File: src/rtl/cms_pkg.sv
package cms_pkg;
  localparam int NUM_SEL      = 4;
  localparam int CFG_W        = 8;
  localparam int IDX_PROG     = 0;
  localparam int IDX_DATA     = 1;
  localparam int IDX_BOOT     = 2;
  localparam int IDX_IO       = 3;
  localparam int BOOT_DIS_BIT = 3;
  localparam logic [NUM_SEL-1:0] EN_RST = 4'b1011;

  typedef enum logic {
    CFG_ENABLE = 1'b0,
    CFG_SYSCTL = 1'b1
  } cfg_addr_e;
endpackage

File: src/rtl/cms_cfg_regs.sv
module cms_cfg_regs #(
  parameter int NUM_SEL      = cms_pkg::NUM_SEL,
  parameter int CFG_W        = cms_pkg::CFG_W,
  parameter int BOOT_DIS_BIT = cms_pkg::BOOT_DIS_BIT,
  parameter logic [NUM_SEL-1:0] EN_RST = cms_pkg::EN_RST
) (
  input  logic               clk,
  input  logic               rst_n,
  input  logic               we,
  input  logic               addr,
  input  logic [CFG_W-1:0]   wdata,
  output logic [NUM_SEL-1:0] en_q,
  output logic               boot_dis_q
);
  import cms_pkg::*;

  logic wr_en_reg, wr_ctl_reg;
  assign wr_en_reg  = we && (addr == CFG_ENABLE);
  assign wr_ctl_reg = we && (addr == CFG_SYSCTL);

  // bits of the write word that neither register stores
  logic unused_wdata;
  assign unused_wdata = ^wdata;

  always_ff @(posedge clk or negedge rst_n) begin
    if (!rst_n) begin
      en_q <= EN_RST;
    end else if (wr_en_reg) begin
      en_q <= wdata[NUM_SEL-1:0];
    end
  end

  always_ff @(posedge clk or negedge rst_n) begin
    if (!rst_n) begin
      boot_dis_q <= 1'b0;
    end else if (wr_ctl_reg) begin
      boot_dis_q <= wdata[BOOT_DIS_BIT];
    end
  end
endmodule

File: src/rtl/cms_sel_gate.sv
module cms_sel_gate #(
  parameter int NUM_SEL  = cms_pkg::NUM_SEL,
  parameter int BOOT_IDX = cms_pkg::IDX_BOOT
) (
  input  logic [NUM_SEL-1:0] sel_n,
  input  logic               boot_dis,
  output logic [NUM_SEL-1:0] sel_out_n
);
  for (genvar i = 0; i < NUM_SEL; i++) begin : g_lane
    if (i == BOOT_IDX) begin : g_boot
      // a disabled boot strobe is forced to its inactive (high) level
      assign sel_out_n[i] = sel_n[i] | boot_dis;
    end else begin : g_pass
      assign sel_out_n[i] = sel_n[i];
    end
  end
endmodule

File: src/rtl/cms_combine.sv
module cms_combine #(
  parameter int NUM_SEL = cms_pkg::NUM_SEL
) (
  input  logic [NUM_SEL-1:0] sel_n,
  input  logic [NUM_SEL-1:0] en,
  output logic               comp_sel_n
);
  logic [NUM_SEL-1:0] hit;

  for (genvar i = 0; i < NUM_SEL; i++) begin : g_hit
    assign hit[i] = ~sel_n[i] & en[i];
  end

  assign comp_sel_n = ~(|hit);
endmodule

File: src/rtl/cms_top.sv
module cms_top #(
  parameter int NUM_SEL      = cms_pkg::NUM_SEL,
  parameter int CFG_W        = cms_pkg::CFG_W,
  parameter int BOOT_IDX     = cms_pkg::IDX_BOOT,
  parameter int BOOT_DIS_BIT = cms_pkg::BOOT_DIS_BIT,
  parameter logic [NUM_SEL-1:0] EN_RST = cms_pkg::EN_RST
) (
  input  logic               clk,
  input  logic               rst_n,
  input  logic               cfg_we,
  input  logic               cfg_addr,
  input  logic [CFG_W-1:0]   cfg_wdata,
  input  logic [NUM_SEL-1:0] sel_n,
  output logic               comp_sel_n,
  output logic [NUM_SEL-1:0] sel_out_n
);
  logic [NUM_SEL-1:0] en_q;
  logic               boot_dis_q;

  cms_cfg_regs #(
    .NUM_SEL(NUM_SEL), .CFG_W(CFG_W),
    .BOOT_DIS_BIT(BOOT_DIS_BIT), .EN_RST(EN_RST)
  ) u_regs (
    .clk(clk), .rst_n(rst_n), .we(cfg_we), .addr(cfg_addr),
    .wdata(cfg_wdata), .en_q(en_q), .boot_dis_q(boot_dis_q)
  );

  // the composite takes the raw strobes: boot gating does not touch it
  cms_combine #(.NUM_SEL(NUM_SEL)) u_comb (
    .sel_n(sel_n), .en(en_q), .comp_sel_n(comp_sel_n)
  );

  cms_sel_gate #(.NUM_SEL(NUM_SEL), .BOOT_IDX(BOOT_IDX)) u_gate (
    .sel_n(sel_n), .boot_dis(boot_dis_q), .sel_out_n(sel_out_n)
  );
endmodule

File: config.mk
export PLATFORM = sky130hd
export DESIGN_NAME = cms_top
export DESIGN_NICKNAME = d
export VERILOG_FILES = /design/src/rtl/cms_pkg.sv /design/src/rtl/cms_cfg_regs.sv /design/src/rtl/cms_sel_gate.sv /design/src/rtl/cms_combine.sv /design/src/rtl/cms_top.sv
export SDC_FILE = /design/constraint.sdc
export NUM_CORES = 1
export LEC_CHECK = 0
export BUFFER_PORTS_ARGS = -buffer_cell sky130_fd_sc_hd__buf_4
export CAP_MARGIN = 20
export CORE_AREA = 10 10 47 49
export CTS_CLUSTER_SIZE = 16
export DETAILED_ROUTE_END_ITERATION = 16
export DIE_AREA = 0 0 57 59
export HOLD_SLACK_MARGIN = 0.08
export MAX_ROUTING_LAYER = met4
export SYNTH_ARGS = -nofsm -noshare
export SYNTH_HDL_FRONTEND = slang
export SYNTH_SLANG_ARGS = --single-unit
File: constraint.sdc
create_clock -name clk -period 1.4 [get_ports clk]
set_input_delay 0.14 -clock clk [delete_from_list [all_inputs] [get_ports clk]]
set_output_delay 0.14 -clock clk [all_outputs]
set_load 0.005 [all_outputs]
==> metrics.csv <==
stage,metric,value,unit
run_status,status,finished clean,
critical_path,worst-r2r-setup-slack,0.65,ns
synthesis,multiplexer_area_fraction_after_synthesis,0.209,
synthesis,synth.top_cell.area_share,0.274,
timing,clock-skew-final,0,ns
die,top_level_i_o_count,21,
routing,post_drt_wl_per_cell,12.3,um
critical_path,path_buf_inv,1,
synthesis,synth_adder_area_share,0,
place,placed_area,405,um2
finish,multiInputGateArea,140,um2
critical_path,critical_path.cell_chain,nor2b_4 > a2111oi_4 > buf_4,
critical_path,critical_path_required,1.26,ns
critical_path,r2r_cells,1,
power,finalPower,0.469,mW
synthesis,synth_xor_xnor_area_share,0,
power,cellPowerDensity,1040,nW/um2
routing,route.antenna.remaining_nets,0,
critical_path,cp.arrival,1.20,ns
timing,finalWorstSetupSlack,0.0633,ns
synthesis,synthDominantAreaCellType,dfstp_2,
critical_path,r2r_start,u_regs.en_q[0]$_DFFE_PN1P_,
routing,route.vias.total,218,
clocking,insertion_delay,0.24,ns
finish,drive_above_1_share,0.821,
clocking,cts_inserted_buffers,3,
finish,antenna-diode-count,0,
die,core_area,1400,um2
clocking,cts_num_sinks,5,
place,dp_slack,0.278,ns
place,port_buffers,16,
finish,final_area,449,um2
place,gpl.final_weighted_congestion,0.664,
place,post_place_cells,50,
global_route,grt_usage,0.0481,
finish,regArea,129,um2
clocking,cts_tree,done,
timing,final_critical_path_share_of_the_clock_period,0.955,
die,chipHeight,59,um
worst_hold_path,min-delay-path-class,in2reg,
clocking,root_buffer,clkbuf_4,
timing,worst-slew-pin-transition,0.248,ns
global_route,antenna_found_initial,0,
critical_path,setup_crit_start,u_regs.en_q[3]$_DFFE_PN1P_,
timing,timing_max_transition_violations_final,0,
critical_path,path_class,reg2out,
synthesis,netlist_top_cells_area,"dfstp_2 (27%), dfrtp_1 (17%), mux2_2 (16%)",
finish,finish.net_count,56,
timing,timing.setup.tns,0,ns
finish,p_r_area_growth_vs_syn,56.1,%
timing,setup_viol,0,
flow_run,max_cap_violations,0,
routing,drt_drc,0,
synthesis,synth_cells,21,
die,core.rowCount,14,
power,ir_worst_vdd,0.582,mV
die,start_util,0.205,
synthesis,postSynthRegisterBits,5,
die,floorplan_die_area,3360,um2
timing,hold_violations,0,
synthesis,synth_compound_gate_area_share,0.0957,
routing,drt_pre_antenna_iters,2,
routing,wirelength,676,um
critical_path,critical_path.max_stage_delay,0.36,ns
worst_hold_path,timing.hold.worst.start,cfg_wdata[2],
power,total_leakage_power,0.209,nW
clocking,path_clk_slew,0.04,ns
critical_path,cp_top_family,flip-flops,
synthesis,synth_simple_gate_area_share,0.157,
global_route,gr-total-overflow,0,
synthesis,syn-cell-area,288,um2
critical_path,endpoint_kind,output pin,
clocking,cts_max_path_buffers,2,
timing,period_minus_slack,1.34,ns
synthesis,synth_top_family_by_area,multiplexers,
synthesis,synthDistinctLibCells,12,
finish,filler_cell_count,148,
critical_path,cp-start-kind,flip-flop,
timing,rsz_0062_raised_after_global_routing,no,
global_route,first_global_vias,259,
routing,first_iter_violations,1,
critical_path,crit_cells,3,
die,die_w,57,um
worst_hold_path,hold-path-cell-count,2,
synthesis,synthesis.area_per_instance,13.7,um2
timing,max_freq,748,MHz
synthesis,synth.yosys.seq_area_share,0.448,
finish,instances_no_fill,55,
synthesis,ys_warn_count,0,
routing,vias_per_cell,3.96,
critical_path,critPathMaxFanout,2,
timing,max_slew_margin,0.835,
critical_path,crit_slowest_cell,dfstp_2,
clocking,h-tree-depth,1,
synthesis,synth.net_count,37,
global_route,pin_count_of_the_biggest_net_entering_global_routing,6,
global_route,grt_pass1_wl,1.18,mm
-- power breakdown --
group | internal (mW) | total [mW] | switching (mW)
Clock | 0.108 | 0.165 | 0.0574
Sequential | 0.176 | 0.187 | 0.0113
Combinational | 0.0794 | 0.117 | 0.0372
-- timing repair --
item / CTS / global route
buffers inserted: 0 / 0
setup endpoints to repair: 0 / 1
hold buffers: 1 / 0
resized for setup: 0 / 2
hold endpoints to repair: 5 / 0
-- registers in the layout, summed over array words and instances, names as in the netlist --
| name | flops |
|---|---|
| u_regs.boot_dis_q | 1 |
| u_regs.en_q | 4 |
-- worst paths after layout --
check	to
min reg2reg	u_regs.en_q[2]$_DFFE_PN0P_
min	u_regs.en_q[2]$_DFFE_PN0P_
min in group asynchronous	u_regs.en_q[2]$_DFFE_PN0P_
max reg2reg	u_regs.en_q[0]$_DFFE_PN1P_
max	comp_sel_n
max in group asynchronous	u_regs.en_q[0]$_DFFE_PN1P_
-- cells in the mapped netlist --
library cell	n
a2111oi_4	1
buf_4	3
dfrtp_1	2
dfstp_2	3
inv_1	1
mux2_2	4
mux2_4	1
nand2_1	1
nor2b_1	2
nor2b_2	1
nor2b_4	1
or2_2	1
-- layer usage --
metal / track usage / share of wire / vias to the layer above
li1: - / - / 105
met1: 0.0574 / 0.50 / 94
met2: 0.0558 / 0.36 / 19
met3: 0.0386 / 0.14 / 0
met4: 0.0201 / 0 / 0
met5: - / 0 / -
-- stage by stage --
step                hold slack, ns  utilization
finish                       0.135        0.321
CTS                          0.128        0.315
floorplan                   -0.156            -
global route                 0.132        0.321
detailed placement         -0.0545        0.289
global placement           -0.0557        0.289
-- final cells by class --
| type | count | share of cell area |
|---|---|---|
| Clock buffer | 4 | 0.0585 |
| Inverter | 1 | 0.00836 |
| Multi-Input combinational cell | 12 | 0.312 |
| Sequential cell | 5 | 0.287 |
| Tap cell | 16 | 0.0446 |
| Timing Repair Buffer | 17 | 0.290 |
-- placed cells by master (no fill, tap or decap) --
cell,synthesis,layout
or2_2,1,1
clkbuf_1,0,1
nand2_1,1,1
inv_1,1,1
a2111oi_4,1,1
clkbuf_4,0,3
dfrtp_1,2,2
mux2_4,1,1
dfstp_2,3,3
nor2b_2,1,1
mux2_2,4,4
buf_4,3,16
nor2b_1,2,1
dlygate4sd3_1,0,1
nor2b_4,1,2
-- cells by family after synthesis --
family,count (synthesis)
simple gates,6
mux,5
flops,5
compound gates,1
buf+inv,4
No activity file was read; power rests on OpenSTA's default activity.
